<file path="src/rtl/blkxfer_pkg.sv">
package blkxfer_pkg;

   typedef enum logic [1:0] {
      ST_IDLE  = 2'd0,
      ST_XFER  = 2'd1,
      ST_STALL = 2'd2,
      ST_BWAIT = 2'd3
   } seq_state_t;

   localparam int STAT_W       = 8;
   localparam int STAT_BUSY    = 7;
   localparam int STAT_RXFULL  = 6;
   localparam int STAT_TXEMPTY = 1;
   localparam int STAT_BWAIT   = 0;

endpackage

</file>
<file path="src/rtl/blkxfer_bytecnt.sv">
module blkxfer_bytecnt #(
   parameter int LEN_W   = 12,
   parameter int DEF_LEN = 512
) (
   input  logic             clk,
   input  logic             rst_n,
   input  logic             clr,
   input  logic             adv,
   input  logic [LEN_W-1:0] blk_len,
   output logic             boundary
);

   logic [LEN_W-1:0] cnt_q;
   logic [LEN_W-1:0] eff_len;
   logic [LEN_W-1:0] last_idx;

   assign eff_len  = (blk_len == '0) ? LEN_W'(DEF_LEN) : blk_len;
   assign last_idx = eff_len - LEN_W'(1);
   assign boundary = adv && (cnt_q == last_idx);

   always_ff @(posedge clk or negedge rst_n) begin
      if (!rst_n) begin
         cnt_q <= '0;
      end else if (clr) begin
         cnt_q <= '0;
      end else if (adv) begin
         cnt_q <= boundary ? '0 : cnt_q + LEN_W'(1);
      end
   end

   // the count never passes the last byte of the block
   a_r3_cnt_in_range: assert property (@(posedge clk) disable iff (!rst_n)
      !clr |-> (cnt_q < eff_len));

   // a cleared counter stays cleared until bytes are accepted
   a_r11_hold_without_adv: assert property (@(posedge clk) disable iff (!rst_n)
      (!adv && !clr) |=> $stable(cnt_q));

endmodule

</file>
<file path="src/rtl/blkxfer_blkcnt.sv">
module blkxfer_blkcnt #(
   parameter int CNT_W = 16
) (
   input  logic             clk,
   input  logic             rst_n,
   input  logic             load,
   input  logic [CNT_W-1:0] load_val,
   input  logic             dec,
   output logic             last
);

   logic [CNT_W-1:0] left_q;

   assign last = (left_q <= CNT_W'(1));

   always_ff @(posedge clk or negedge rst_n) begin
      if (!rst_n) begin
         left_q <= '0;
      end else if (load) begin
         left_q <= load_val;
      end else if (dec) begin
         left_q <= left_q - CNT_W'(1);
      end
   end

   // a decrement only happens with at least two blocks left
   a_r8_no_wrap: assert property (@(posedge clk) disable iff (!rst_n)
      (dec && !load) |-> (left_q >= CNT_W'(2)));

endmodule

</file>
<file path="src/rtl/blkxfer_fsm.sv">
module blkxfer_fsm
   import blkxfer_pkg::*;
(
   input  logic       clk,
   input  logic       rst_n,
   input  logic       start,
   input  logic       multi_blk,
   input  logic       auto_sel,
   input  logic       dir_rx,
   input  logic       fifo_full,
   input  logic       fifo_empty,
   input  logic       ctl_wr,
   input  logic       ctl_cont,
   input  logic       ctl_den,
   input  logic       ctl_abort,
   input  logic       boundary,
   input  logic       last_blk,
   output seq_state_t state,
   output logic       dir_q,
   output logic       cnt_load,
   output logic       blk_dec,
   output logic       stop_req
);

   seq_state_t state_q, state_d;
   logic       multi_q, auto_q;
   logic       abort_acc, auto_fin, stall_hit;

   assign state     = state_q;
   assign abort_acc = ctl_wr && ctl_abort && (state_q != ST_IDLE);
   assign stall_hit = dir_q ? fifo_full : fifo_empty;

   always_comb begin
      state_d  = state_q;
      cnt_load = 1'b0;
      blk_dec  = 1'b0;
      auto_fin = 1'b0;
      unique case (state_q)
         ST_IDLE: begin
            if (start) begin
               state_d  = ST_XFER;
               cnt_load = 1'b1;
            end
         end
         ST_XFER: begin
            if (abort_acc) begin
               state_d = ST_IDLE;
            end else if (boundary) begin
               if (!multi_q) begin
                  state_d = ST_IDLE;
               end else if (auto_q) begin
                  if (last_blk) begin
                     state_d  = ST_IDLE;
                     auto_fin = 1'b1;
                  end else begin
                     blk_dec = 1'b1;
                  end
               end else begin
                  state_d = ST_BWAIT;
               end
            end else if (stall_hit) begin
               state_d = ST_STALL;
            end
         end
         ST_STALL: begin
            if (abort_acc) begin
               state_d = ST_IDLE;
            end else if (ctl_wr && ctl_cont) begin
               state_d = ST_XFER;
            end
         end
         ST_BWAIT: begin
            if (abort_acc) begin
               state_d = ST_IDLE;
            end else if (ctl_wr && ctl_cont && ctl_den) begin
               state_d = ST_XFER;
            end
         end
         default: state_d = ST_IDLE;
      endcase
   end

   always_ff @(posedge clk or negedge rst_n) begin
      if (!rst_n) begin
         state_q  <= ST_IDLE;
         multi_q  <= 1'b0;
         auto_q   <= 1'b0;
         dir_q    <= 1'b0;
         stop_req <= 1'b0;
      end else begin
         state_q  <= state_d;
         stop_req <= abort_acc || auto_fin;
         if (cnt_load) begin
            multi_q <= multi_blk;
            auto_q  <= auto_sel && multi_blk;
            dir_q   <= dir_rx;
         end
      end
   end

   // a parked sequencer stays parked without a full handshake or abort
   a_r6_hold_wait: assert property (@(posedge clk) disable iff (!rst_n)
      (state_q == ST_BWAIT && !(ctl_wr && ((ctl_cont && ctl_den) || ctl_abort)))
      |=> (state_q == ST_BWAIT));

   // a stall is left only through a continue or abort write
   a_r9_stall_exit: assert property (@(posedge clk) disable iff (!rst_n)
      (state_q == ST_STALL && !ctl_wr) |=> (state_q == ST_STALL));

   // a single-block sequence never parks at a boundary
   a_r4_single_no_wait: assert property (@(posedge clk) disable iff (!rst_n)
      (state_q == ST_XFER && boundary && !multi_q) |=> (state_q == ST_IDLE && !stop_req));

endmodule

</file>
<file path="src/rtl/blkxfer_seq.sv">
module blkxfer_seq
   import blkxfer_pkg::*;
#(
   parameter int LEN_W   = 12,
   parameter int DEF_LEN = 512,
   parameter int CNT_W   = 16,
   parameter bit AUTO_EN = 1'b1
) (
   input  logic             clk,
   input  logic             rst_n,
   input  logic             start,
   input  logic             multi_blk,
   input  logic             auto_mode,
   input  logic             dir_rx,
   input  logic [LEN_W-1:0] blk_len,
   input  logic [CNT_W-1:0] blk_count,
   input  logic             ctl_wr,
   input  logic             ctl_cont,
   input  logic             ctl_den,
   input  logic             ctl_abort,
   input  logic             fifo_full,
   input  logic             fifo_empty,
   input  logic             byte_done,
   output logic             xfer_en,
   output logic             stop_req,
   output logic [7:0]       status
);

   localparam int LEN_MAX = (1 << LEN_W) - 1;

   if (LEN_W < 2) begin : g_bad_len_w
      $error("blkxfer_seq: LEN_W must be at least 2");
   end
   if (DEF_LEN < 1 || DEF_LEN > LEN_MAX) begin : g_bad_def_len
      $error("blkxfer_seq: DEF_LEN must fit in LEN_W bits and be nonzero");
   end
   if (CNT_W < 1) begin : g_bad_cnt_w
      $error("blkxfer_seq: CNT_W must be at least 1");
   end
   if (STAT_W != 8) begin : g_bad_stat_w
      $error("blkxfer_seq: status layout expects 8 bits");
   end

   seq_state_t state;
   logic       dir_q, cnt_load, blk_dec, boundary, last_blk, auto_sel;
   logic       busy, rx_stall, tx_stall, bwait;

   assign xfer_en = (state == ST_XFER);

   blkxfer_bytecnt #(
      .LEN_W  (LEN_W),
      .DEF_LEN(DEF_LEN)
   ) u_bytecnt (
      .clk     (clk),
      .rst_n   (rst_n),
      .clr     (state == ST_IDLE),
      .adv     (xfer_en && byte_done),
      .blk_len (blk_len),
      .boundary(boundary)
   );

   if (AUTO_EN) begin : g_auto
      assign auto_sel = auto_mode;
      blkxfer_blkcnt #(
         .CNT_W(CNT_W)
      ) u_blkcnt (
         .clk     (clk),
         .rst_n   (rst_n),
         .load    (cnt_load),
         .load_val(blk_count),
         .dec     (blk_dec),
         .last    (last_blk)
      );
   end else begin : g_no_auto
      assign auto_sel = 1'b0;
      assign last_blk = 1'b1;
   end

   blkxfer_fsm u_fsm (
      .clk       (clk),
      .rst_n     (rst_n),
      .start     (start),
      .multi_blk (multi_blk),
      .auto_sel  (auto_sel),
      .dir_rx    (dir_rx),
      .fifo_full (fifo_full),
      .fifo_empty(fifo_empty),
      .ctl_wr    (ctl_wr),
      .ctl_cont  (ctl_cont),
      .ctl_den   (ctl_den),
      .ctl_abort (ctl_abort),
      .boundary  (boundary),
      .last_blk  (last_blk),
      .state     (state),
      .dir_q     (dir_q),
      .cnt_load  (cnt_load),
      .blk_dec   (blk_dec),
      .stop_req  (stop_req)
   );

   assign busy     = (state != ST_IDLE);
   assign rx_stall = (state == ST_STALL) &&  dir_q;
   assign tx_stall = (state == ST_STALL) && !dir_q;
   assign bwait    = (state == ST_BWAIT);

   always_comb begin
      status               = '0;
      status[STAT_BUSY]    = busy;
      status[STAT_RXFULL]  = rx_stall;
      status[STAT_TXEMPTY] = tx_stall;
      status[STAT_BWAIT]   = bwait;
   end

   // an abort while busy ends the sequence and requests the stop command
   a_r7_abort_ends: assert property (@(posedge clk) disable iff (!rst_n)
      (ctl_wr && ctl_abort && status[STAT_BUSY]) |=> (!status[STAT_BUSY] && stop_req));

   // the stop request lasts a single cycle
   a_r7_stop_one_cycle: assert property (@(posedge clk) disable iff (!rst_n)
      stop_req |=> !stop_req);

   // a stop request is only raised as the sequence leaves busy
   a_r1_stop_idle: assert property (@(posedge clk) disable iff (!rst_n)
      stop_req |-> !status[STAT_BUSY]);

   // a start while idle opens the transfer window on the next cycle
   a_r2_start: assert property (@(posedge clk) disable iff (!rst_n)
      (start && !status[STAT_BUSY]) |=> (xfer_en && status == 8'h80));

   // the status stall bits are never both set
   a_r9_one_stall: assert property (@(posedge clk) disable iff (!rst_n)
      $onehot0({status[STAT_RXFULL], status[STAT_TXEMPTY], status[STAT_BWAIT]}));

endmodule

</file>
<file path="config.mk">
export PLATFORM = sky130hd
export DESIGN_NAME = blkxfer_seq
export DESIGN_NICKNAME = d
export VERILOG_FILES = /design/src/rtl/blkxfer_pkg.sv /design/src/rtl/blkxfer_bytecnt.sv /design/src/rtl/blkxfer_blkcnt.sv /design/src/rtl/blkxfer_fsm.sv /design/src/rtl/blkxfer_seq.sv
export SDC_FILE = /design/constraint.sdc
export NUM_CORES = 1
export LEC_CHECK = 0
export ABC_AREA = 0
export ABC_CLOCK_PERIOD_IN_PS = 4100
export BUFFER_PORTS_ARGS = -buffer_cell sky130_fd_sc_hd__buf_2
export CELL_PAD_IN_SITES_DETAIL_PLACEMENT = 1
export CELL_PAD_IN_SITES_GLOBAL_PLACEMENT = 1
export CORE_AREA = 3 3 97 99
export DETAILED_ROUTE_END_ITERATION = 8
export DIE_AREA = 0 0 100 102
export GPL_ROUTABILITY_DRIVEN = 1
export GPL_TIMING_DRIVEN = 0
export PLACE_DENSITY_LB_ADDON = 0.1
export SYNTH_ARGS = -nofsm -noshare
export SYNTH_HDL_FRONTEND = slang
export SYNTH_HIERARCHICAL = 1
export SYNTH_SLANG_ARGS = --single-unit
</file>
<file path="constraint.sdc">
create_clock -name clk -period 4.1 [get_ports clk]
set_input_delay 0.41 -clock clk [delete_from_list [all_inputs] [get_ports clk]]
set_output_delay 0.41 -clock clk [all_outputs]
set_load 0.05 [all_outputs]
</file>
==> impl_results.html, run 1 <==
<table>
<tr><th>Metric</th><th>Value</th></tr>
<tr><th colspan="2">Die</th></tr>
<tr><td>Core region area</td><td>roughly 8600 µm²</td></tr>
<tr><td>Count of boundary I/O pins</td><td>51</td></tr>
<tr><td>Cell Rows</td><td>34</td></tr>
<tr><td>Starting utilization of the core area</td><td>0.295</td></tr>
<tr><td>Die area</td><td>10200 µm²</td></tr>
<tr><td>Vertical die dimension</td><td>102 µm</td></tr>
<tr><td>Horizontal extent of the die</td><td>100 µm</td></tr>
<tr><th colspan="2">Timing</th></tr>
<tr><td>Upper clock frequency limit</td><td>259 MHz</td></tr>
<tr><td>Slew at the pin closest to its max-slew limit</td><td>0.772 ns</td></tr>
<tr><td>Share of the clock period used by the worst path after layout</td><td>0.942</td></tr>
<tr><td>Final hold violation count</td><td>0</td></tr>
<tr><td>Endpoints failing setup</td><td>0</td></tr>
<tr><td>Max-Slew Margin vs Limit</td><td>0.485</td></tr>
<tr><td>Final Slew Violations</td><td>0</td></tr>
<tr><td>Post-layout minimum cycle time</td><td>3.86 ns</td></tr>
<tr><td>Setup repair after global routing missed its margin</td><td>no</td></tr>
<tr><td>Clock skew after layout</td><td>0.00730 ns</td></tr>
<tr><th colspan="2">Worst setup path</th></tr>
<tr><td>Critical path buffer and inverter count</td><td>5</td></tr>
<tr><td>Peak per-stage delay on the critical path</td><td>0.55 ns</td></tr>
<tr><td>Family of cells with the greatest summed delay on the critical path</td><td>simple AND/OR/NAND/NOR gates</td></tr>
<tr><td>Startpoint class of the critical path</td><td>primary input</td></tr>
<tr><td>Slowest-stage cell, CP</td><td>or4b_4</td></tr>
<tr><td>Crit-path cells</td><td>buf_2, inv_1, ha_1, or4b_1, buf_2, o2111ai_2, o2111ai_1, or4b_4, nor4_4, buf_4, nand4b_1, nor3_1, buf_2, or3b_1, nor4_2, xnor2_1, o21ai_1</td></tr>
<tr><td>Top cell by count, worst path</td><td>buf_2</td></tr>
<tr><td>Cells on worst reg2reg path</td><td>14</td></tr>
<tr><td>Nature of the critical path endpoint</td><td>register</td></tr>
<tr><td>Critical path arrival</td><td>approximately 4 ns</td></tr>
<tr><td>Data required time of the worst path</td><td>4.26 ns</td></tr>
<tr><td>Crit. path cell count</td><td>17</td></tr>
<tr><td>Critical path class</td><td>in -&gt; reg</td></tr>
<tr><td>Largest driver fanout on the critical path</td><td>9</td></tr>
<tr><th colspan="2">Synth</th></tr>
<tr><td>Post-Syn Area per Cell</td><td>8.50 µm²</td></tr>
<tr><td>Number of synthesized flops with an enable pin</td><td>0</td></tr>
<tr><td>Area of the mapped netlist</td><td>2550 µm²</td></tr>
<tr><td>Area leader, netlist</td><td>dfrtp_1</td></tr>
<tr><td>Cell variety after synth</td><td>65</td></tr>
<tr><td>Synth top area share</td><td>0.334</td></tr>
<tr><td>Portion of the post-synthesis area used by sequential elements</td><td>0.334</td></tr>
<tr><td>Synth Instances</td><td>300</td></tr>
<tr><td>Dominant cells by area after synthesis</td><td>dfrtp_1 (33%), xor2_1 (6.2%), xnor2_1 (5.8%), nand2_1 (5.7%), o21ai_0 (4.5%)</td></tr>
<tr><td>Total of warnings raised by yosys</td><td>6</td></tr>
<tr><td>Flip-flop cell with the highest count after synthesis</td><td>dfrtp_1</td></tr>
<tr><td>Post-synthesis sequential element count</td><td>34</td></tr>
<tr><td>Share of synthesized flip-flops with an asynchronous set or reset</td><td>1.00</td></tr>
<tr><th colspan="2">Drt</th></tr>
<tr><td>DR iter-0 viols</td><td>34</td></tr>
<tr><td>Post-DRT Antenna Nets</td><td>0</td></tr>
<tr><td>Number of design rule violations left after detail routing</td><td>0</td></tr>
<tr><td>Detail-routed via count per cell</td><td>between 4 and 5</td></tr>
<tr><td>DR vias</td><td>2269</td></tr>
<tr><td>Final WL</td><td>6640 µm</td></tr>
<tr><td>Detailed-routing wirelength on met1</td><td>~3000 µm</td></tr>
<tr><td>Met2 wirelength from detailed routing</td><td>3380 µm</td></tr>
<tr><td>Detailed route wirelength on metal3</td><td>232 µm</td></tr>
<tr><td>Drt first pass iters</td><td>4</td></tr>
<tr><td>WL/cell</td><td>roughly 14 µm</td></tr>
<tr><td>Top Metal Used</td><td>met4</td></tr>
<tr><th colspan="2">GRT</th></tr>
<tr><td>Total congestion overflow</td><td>0</td></tr>
<tr><td>Number of antenna violations at the first check in global routing</td><td>0</td></tr>
<tr><td>Largest net degree at the start of global routing</td><td>35</td></tr>
<tr><td>Number of global-route vias before repair</td><td>2304</td></tr>
<tr><td>Total Routing Usage GR</td><td>0.135</td></tr>
<tr><td>Global-route wire length before repair</td><td>roughly 11000 µm</td></tr>
<tr><th colspan="2">Clock network</th></tr>
<tr><td>CTS Buf Count</td><td>5</td></tr>
<tr><td>Root buf cell</td><td>clkbuf_8</td></tr>
<tr><td>H-tree levels</td><td>2</td></tr>
<tr><td>Clock tree from TritonCTS</td><td>built</td></tr>
<tr><td>Deepest clock path buffer count</td><td>2</td></tr>
<tr><td>Later-pin clock latency in the skew report</td><td>0.28 ns</td></tr>
<tr><td>Post-CTS clock slew at the launch and capture registers of the worst setup and hold paths</td><td>0.07 ns</td></tr>
<tr><td>CTS sink count</td><td>34</td></tr>
<tr><td>Cts hold-fix bufs</td><td>0</td></tr>
<tr><th colspan="2">Placement</th></tr>
<tr><td>Number of input and output port buffers inserted</td><td>44</td></tr>
<tr><td>Placed inst area</td><td>around 2900 µm²</td></tr>
<tr><td>Post-detail-place hpwl</td><td>5080 µm</td></tr>
<tr><td>Routability-driven placement congestion ratio</td><td>0.791</td></tr>
<tr><th colspan="2">Cells and area</th></tr>
<tr><td>Filler cells</td><td>1072</td></tr>
<tr><td>Cell area after layout</td><td>3060 µm²</td></tr>
<tr><td>Diodes inserted</td><td>0</td></tr>
<tr><td>Share of post-route cells with drive strength above 1</td><td>0.237</td></tr>
<tr><td>Leading cell type in the layout, fill and taps excluded</td><td>buf_2</td></tr>
<tr><td>Area growth from synthesis to layout</td><td>19.9%</td></tr>
<tr><td>Most frequent cells in the layout</td><td>buf_2 (46), nand2_1 (39), dfrtp_1 (34)</td></tr>
<tr><td>Number of nets at the end of the flow</td><td>approximately 400</td></tr>
<tr><td>Flip-flop and latch area</td><td>851 µm²</td></tr>
<tr><td>Multi-input gate area</td><td>1570 µm²</td></tr>
<tr><th colspan="2">Power</th></tr>
<tr><td>Worst supply voltage drop on vdd</td><td>239 µV</td></tr>
<tr><td>LEAKAGE</td><td>1.29 nW</td></tr>
<tr><td>Power Density</td><td>490 nW/µm²</td></tr>
<tr><td>Total power</td><td>0.00150 W</td></tr>
<tr><th colspan="2">Flow run</th></tr>
<tr><td>MaxCap Viol Count</td><td>0</td></tr>
<tr><th colspan="2">Min path</th></tr>
<tr><td>Path type of the worst min-delay path</td><td>in -&gt; async</td></tr>
<tr><th colspan="2">Outcome</th></tr>
<tr><td>Run status</td><td>completed</td></tr>
</table>
[synthesized netlist by cell type (all sizes together) (3+ instances only)]
master and count:
nor3b 3, nand4 7, a31oi 3, nor3 6
nand2 40, clkbuf 9, nand3 5, xor2 18
buf 11, a21oi 3, nand3b 3, dfrtp 34
and3 4, ha 5, and3b 4, xnor2 17
nor2b 6, inv 14, o2111ai 3, o21ai 24
or3 3, nor4 9, nor2 28, nand4b 3
[through the flow]
step	setup TNS, ns	hold WS [ns]	util	cells	setup slack [ns]
2_1_floorplan	0	0.114	-	303	0.217
3_3_place_gp	-4.81	0.506	0.338	455	-0.552
3_5_place_dp	-6.02	0.522	0.338	455	-0.634
4_1_cts	0	0.231	0.350	463	0.0295
5_1_grt	0	0.256	0.354	466	0.00197
6_report	0	0.200	0.354	466	0.237
[worst reg2reg max path, delay by kind of cell, from the launching register on]
kind | cells | cell delay (ns)
AOI/OAI and AO/OA | 3 | 0.44
and+or+nand+nor | 7 | 1.89
buffers and inverters | 3 | 0.71
xor gates and xnor gates | 1 | 0.16
DFF | 1 | 0.32
[metal layers]
layer | vias up | track usage
met5 | - | 0
met4 | 0 | 0.0280
li1 | 1150 | -
met1 | 1086 | 0.168
met3 | 2 | 0.0253
met2 | 31 | 0.245
[kinds of logic after synthesis]
kind of cell    count (synthesis)  share of synthesized area
other cells                     1                    0.00147
compound gates                 50                      0.134
buf+inv                        34                     0.0658
fa+ha+maj                       5                     0.0245
xor+xnor                       35                      0.120
simple gates                  137                      0.304
flops                          34                      0.334
mux                             4                     0.0167
[worst paths after layout]
kind	slack, ns	from	endpoint
worst max-delay path	0.24	blk_len[0]	g_auto.u_blkcnt/left_q[5]
worst max register to register	0.46	u_bytecnt/cnt_q[9]	g_auto.u_blkcnt/left_q[5]
worst min register to register	0.53	u_fsm/auto_q	u_fsm/auto_q
worst min-delay path	0.20	rst_n	g_auto.u_blkcnt/left_q[6]
min in group clk	0.33	blk_count[9]	g_auto.u_blkcnt/left_q[9]
max in group asynchronous	3.41	rst_n	u_bytecnt/cnt_q[0]
[area by class of cell]
class | instances | share of cell area
timing repair buffer | 47 | 0.0794
sequential | 34 | 0.278
buffer | 20 | 0.0376
clock inverter | 1 | 0.00164
clock buffer | 7 | 0.0282
multi-input combinational | 235 | 0.514
tap | 108 | 0.0442
inverter | 14 | 0.0172
[state kept, by name (all words and copies together), names as in the netlist]
| signal | cells |
|---|---|
| u_fsm/multi_q | 1 |
| u_fsm/auto_q | 1 |
| u_fsm/dir_q | 1 |
| u_fsm/stop_req | 1 |
| g_auto.u_blkcnt/left_q | 16 |
| u_bytecnt/cnt_q | 12 |
| u_fsm/state | 2 |
[power breakdown]
| part | switching, W | total (W) | internal, W | leakage (nW) |
|---|---|---|---|---|
| combinational | 0.000372 | 0.000632 | 0.000260 | 0.805 |
| clock | 0.000121 | 0.000257 | 0.000136 | 0.0482 |
| sequential | 0.000164 | 0.000608 | 0.000444 | 0.439 |
[what timing repair did]
action | CTS | global route
pin swaps | 0 | 1
endpoints found under the setup margin | 12 | 12
setup buffers | 0 | 3
gates resized for setup | 2 | 2
gates cloned | 0 | 0
Power figures use the tool's default switching activity.
==> inputs of run 2 (changes only) <==
Settings changed: ABC_CLOCK_PERIOD_IN_PS 4100 to 3600, CORE_AREA 3 3 97 99 to 3 3 102 104, CTS_BUF_LIST from default to sky130_fd_sc_hd__clkbuf_16, DIE_AREA 0 0 100 102 to 0 0 105 107, SYNTH_HIERARCHICAL 1 to default.
Clock period 4.1 ns to 3.6 ns, I/O delays scaled along.
==> run 2 against run 1 <==
  * Non-clock buffer count increased by 6
  * Clock skew down 0.0044 ns
  * Sequential cell count is the same
  * Via count increased by 32%
  * Combinational power is 40% higher
  * Worst setup slack got worse by 0.046 ns
  * Sequential power is essentially flat
  * Global-route usage increased by 4.0 points
  * Sequential share of layout area is 3.1 points lower
  * Worst hold slack got worse by 0.012 ns
  * Critical endpoint is now u_bytecnt.cnt_q[10]
==> impl_results.html, run 2 <==
<table>
<tr><th>Metric</th><th>Value</th></tr>
<tr><th colspan="2">Synth</th></tr>
<tr><td>Top cells by instance count after synthesis</td><td>nand2_1 (39), dfrtp_1 (34), a31oi_1 (27)</td></tr>
<tr><td>Number of synthesized flops with an enable pin</td><td>0</td></tr>
<tr><td>Synth Instances</td><td>~360</td></tr>
<tr><td>Portion of the post-synthesis area used by sequential elements</td><td>0.297</td></tr>
<tr><td>Dominant cells by area after synthesis</td><td>dfrtp_1 (30%), a31oi_1 (5.9%), nand2_1 (5.1%), or4_1 (4.7%), nand3_1 (3.8%)</td></tr>
<tr><td>Synth top area share</td><td>0.297</td></tr>
<tr><td>Post-synthesis sequential element count</td><td>34</td></tr>
<tr><td>Fraction of the mapped netlist area in compound gates</td><td>0.212</td></tr>
<tr><td>Flip-flop cell with the highest count after synthesis</td><td>dfrtp_1</td></tr>
<tr><td>Area leader, netlist</td><td>dfrtp_1</td></tr>
<tr><td>Most instantiated library cell after synthesis</td><td>nand2_1</td></tr>
<tr><td>Synthesized-area fraction occupied by adder cells</td><td>0.0219</td></tr>
<tr><td>Post-synthesis xor/xnor area fraction</td><td>0.0428</td></tr>
<tr><td>Simple-gate portion of the synthesized area</td><td>0.332</td></tr>
<tr><td>Area of the mapped netlist</td><td>2860 µm²</td></tr>
<tr><td>Share of synthesized flip-flops with an asynchronous set or reset</td><td>1.00</td></tr>
<tr><td>Largest family of logic cells by synthesized area</td><td>simple AND/OR/NAND/NOR gates</td></tr>
<tr><td>Total of warnings raised by yosys</td><td>0</td></tr>
<tr><td>Post-synthesis mux area share</td><td>0.0214</td></tr>
<tr><td>Post-Syn Area per Cell</td><td>7.89 µm²</td></tr>
<tr><td>Cell variety after synth</td><td>just over 50</td></tr>
<tr><th colspan="2">Cells and area</th></tr>
<tr><td>Leading cell type in the layout, fill and taps excluded</td><td>buf_2</td></tr>
<tr><td>Area growth from synthesis to layout</td><td>20.1%</td></tr>
<tr><td>Cell area after layout</td><td>3440 µm²</td></tr>
<tr><td>Filler cells</td><td>1198</td></tr>
<tr><td>Most frequent cells in the layout</td><td>buf_2 (47), nand2_1 (39), dfrtp_1 (34)</td></tr>
<tr><td>Number of flip-flops under the largest register name</td><td>16</td></tr>
<tr><td>Number of nets at the end of the flow</td><td>463</td></tr>
<tr><td>Count of placed standard cells in the final layout, fillers left out</td><td>551</td></tr>
<tr><td>Share of post-route cells with drive strength above 1</td><td>0.187</td></tr>
<tr><td>Diodes inserted</td><td>0</td></tr>
<tr><td>Largest reg by FF count</td><td>g_auto.u_blkcnt.left_q</td></tr>
<tr><th colspan="2">Drt</th></tr>
<tr><td>Drt first pass iters</td><td>4</td></tr>
<tr><td>WL/cell</td><td>around 17 µm</td></tr>
<tr><td>Post-DRT Antenna Nets</td><td>0</td></tr>
<tr><td>Final WL</td><td>9520 µm</td></tr>
<tr><td>DR iter-0 viols</td><td>88</td></tr>
<tr><td>DR vias</td><td>about 3000</td></tr>
<tr><td>Number of design rule violations left after detail routing</td><td>0</td></tr>
<tr><td>Detail-routed via count per cell</td><td>5.44</td></tr>
<tr><th colspan="2">GRT</th></tr>
<tr><td>Number of antenna violations at the first check in global routing</td><td>0</td></tr>
<tr><td>Total Routing Usage GR</td><td>0.176</td></tr>
<tr><td>Largest net degree at the start of global routing</td><td>35</td></tr>
<tr><td>Met1 GRT Util</td><td>0.235</td></tr>
<tr><td>Routing usage on met2</td><td>0.297</td></tr>
<tr><td>Total congestion overflow</td><td>0</td></tr>
<tr><td>Number of global-route vias before repair</td><td>about 3000</td></tr>
<tr><td>Global-route wire length before repair</td><td>15900 µm</td></tr>
<tr><td>Met3 capacity usage during global routing</td><td>0.0331</td></tr>
<tr><td>Routing layer with the top usage in global route</td><td>met2</td></tr>
<tr><th colspan="2">Worst setup path</th></tr>
<tr><td>Nature of the critical path endpoint</td><td>register</td></tr>
<tr><td>Largest driver fanout on the critical path</td><td>10</td></tr>
<tr><td>Crit-path cells</td><td>buf_2, nor4_1, a31oi_1, a2111oi_0, o21ai_0, or4_4, clkbuf_2, nand2_1, o22ai_1</td></tr>
<tr><td>Cells on worst reg2reg path</td><td>11</td></tr>
<tr><td>Startpoint class of the critical path</td><td>primary input</td></tr>
<tr><td>Peak per-stage delay on the critical path</td><td>0.83 ns</td></tr>
<tr><td>Critical path arrival</td><td>3.57 ns</td></tr>
<tr><td>Critical R2R Launch</td><td>g_auto.u_blkcnt.left_q[0]</td></tr>
<tr><td>Terminus of the critical flop-to-flop path</td><td>g_auto.u_blkcnt.left_q[4]</td></tr>
<tr><td>Critical path class</td><td>in -&gt; reg</td></tr>
<tr><td>Slowest-stage cell, CP</td><td>nor4_1</td></tr>
<tr><td>R2R setup slack</td><td>approximately 0.55 ns</td></tr>
<tr><td>Data required time of the worst path</td><td>around 3.8 ns</td></tr>
<tr><th colspan="2">Flow run</th></tr>
<tr><td>MaxCap Viol Count</td><td>0</td></tr>
<tr><th colspan="2">Placement</th></tr>
<tr><td>Routability-driven placement congestion ratio</td><td>0.829</td></tr>
<tr><td>Placed inst area</td><td>3260 µm²</td></tr>
<tr><td>Placed instance count</td><td>roughly 540</td></tr>
<tr><td>Post-detail-place hpwl</td><td>around 7000 µm</td></tr>
<tr><td>Number of input and output port buffers inserted</td><td>44</td></tr>
<tr><th colspan="2">Power</th></tr>
<tr><td>Total internal power</td><td>0.00106 W</td></tr>
<tr><td>Total power</td><td>0.00191 W</td></tr>
<tr><td>Worst supply voltage drop on vdd</td><td>215 µV</td></tr>
<tr><td>Share of total power in sequential cells</td><td>0.318</td></tr>
<tr><td>Clk network pwr share</td><td>0.222</td></tr>
<tr><td>Net switching power</td><td>approximately 0.00085 W</td></tr>
<tr><td>Logic pwr share</td><td>0.460</td></tr>
<tr><td>Switching share of total power</td><td>0.445</td></tr>
<tr><td>Power Density</td><td>approximately 560 nW/µm²</td></tr>
<tr><td>LEAKAGE</td><td>1.32 nW</td></tr>
<tr><th colspan="2">Timing</th></tr>
<tr><td>Final hold violation count</td><td>0</td></tr>
<tr><td>Final Slew Violations</td><td>0</td></tr>
<tr><td>Max-Slew Margin vs Limit</td><td>0.284</td></tr>
<tr><td>Clock skew after layout</td><td>0.00289 ns</td></tr>
<tr><td>Post-route setup TNS</td><td>0 ns</td></tr>
<tr><td>Share of the clock period used by the worst path after layout</td><td>0.947</td></tr>
<tr><td>Slew at the pin closest to its max-slew limit</td><td>between 1 and 1.5 ns</td></tr>
<tr><td>Upper clock frequency limit</td><td>293 MHz</td></tr>
<tr><td>Endpoints failing setup</td><td>0</td></tr>
<tr><td>Setup repair after global routing missed its margin</td><td>no</td></tr>
<tr><td>Post-layout minimum cycle time</td><td>3.41 ns</td></tr>
<tr><td>Fin Hold WS</td><td>between 0.15 and 0.2 ns</td></tr>
<tr><th colspan="2">Die</th></tr>
<tr><td>Horizontal extent of the die</td><td>between 100 and 150 µm</td></tr>
<tr><td>Starting utilization of the core area</td><td>0.297</td></tr>
<tr><td>Die area</td><td>11200 µm²</td></tr>
<tr><td>Vertical die dimension</td><td>approximately 110 µm</td></tr>
<tr><td>Cell Rows</td><td>36</td></tr>
<tr><td>Core region area</td><td>9640 µm²</td></tr>
<tr><td>Count of boundary I/O pins</td><td>51</td></tr>
<tr><th colspan="2">Clock network</th></tr>
<tr><td>Clock tree from TritonCTS</td><td>built</td></tr>
<tr><td>CTS Buf Count</td><td>5</td></tr>
<tr><td>Root buf cell</td><td>clkbuf_16</td></tr>
<tr><td>CTS sink count</td><td>34</td></tr>
<tr><td>Deepest clock path buffer count</td><td>2</td></tr>
<tr><td>Post-CTS clock slew at the launch and capture registers of the worst setup and hold paths</td><td>0.06 ns</td></tr>
<tr><td>Cts hold-fix bufs</td><td>0</td></tr>
<tr><td>Later-pin clock latency in the skew report</td><td>0.28 ns</td></tr>
<tr><td>H-tree levels</td><td>2</td></tr>
<tr><th colspan="2">Min path</th></tr>
<tr><td>Path type of the worst min-delay path</td><td>in -&gt; async</td></tr>
<tr><th colspan="2">Outcome</th></tr>
<tr><td>Run status</td><td>completed</td></tr>
</table>
-- run 2: timing repair --
item | in CTS | in global routing
buffers inserted | 0 | 0
endpoints found under the setup margin | 20 | 23
resized for setup | 2 | 8
-- run 2: kinds of logic after synthesis --
group / after synthesis
AND/OR/NAND/NOR: 172
flip-flops: 34
adder cells (fa/ha/maj): 5
multiplexers: 6
other: 1
buffers and inverters: 42
AO/OA/AOI/OAI: 89
XOR/XNOR: 14
-- run 2: how the worst max path moves through the flow --
stage	from	to	slack, ns	cells after the start
6_report	blk_len[5]	u_bytecnt.cnt_q[10]	0.19	9
5_1_grt	blk_len[0]	u_bytecnt.cnt_q[4]	0.04	11
4_1_cts	blk_len[0]	g_auto.u_blkcnt.left_q[11]	0.07	11
3_5_place_dp	blk_len[0]	u_fsm.state[0]	-0.57	11
3_3_place_gp	blk_len[0]	u_fsm.state[0]	-0.41	11
2_1_floorplan	blk_len[2]	g_auto.u_blkcnt.left_q[14]	0.42	8
-- run 2: area by class of cell --
cell class / instances / area [µm²] / area share
Timing Repair Buffer: 44 / 220 / 0.0640
Clock inverter: 3 / 12.5 / 0.00364
Buffer: 29 / 159 / 0.0462
Sequential cell: 34 / 851 / 0.247
Clock buffer: 5 / 125 / 0.0364
Inverter: 13 / 48.8 / 0.0142
Tap cell: 133 / 166 / 0.0484
Multi-Input combinational cell: 290 / 1860 / 0.540
-- run 2: worst max-delay path, delay by kind of cell --
family	cells	cell delay, ns
buffers and inverters	2	0.37
AND/OR/NAND/NOR	3	1.63
AO/OA/AOI/OAI	4	1.20
-- run 2: metrics by stage --
| stage | utilization | setup slack [ns] |
|---|---|---|
| floorplan | - | 0.419 |
| global placement | 0.338 | -0.411 |
| detailed placement | 0.338 | -0.574 |
| CTS | 0.354 | 0.0736 |
| global route | 0.357 | 0.0372 |
| finish | 0.357 | 0.191 |
-- run 2: per-layer routing --
metal | part of all wire | routed length [µm]
met5 | 0 | 0
met4 | 0.0075 | 71
met3 | 0.035 | 332
met2 | 0.48 | 4610
met1 | 0.47 | 4510
-- run 2: power by group through the flow --
stage	registers [W]	logic, W	clock network (W)
floorplan	0.000583	0.000656	0
global placement	0.000611	0.000878	0
detailed placement	0.000613	0.000883	0
CTS	0.000608	0.000889	0.000436
global route	0.000630	0.000993	0.000457
finish	0.000608	0.000882	0.000425
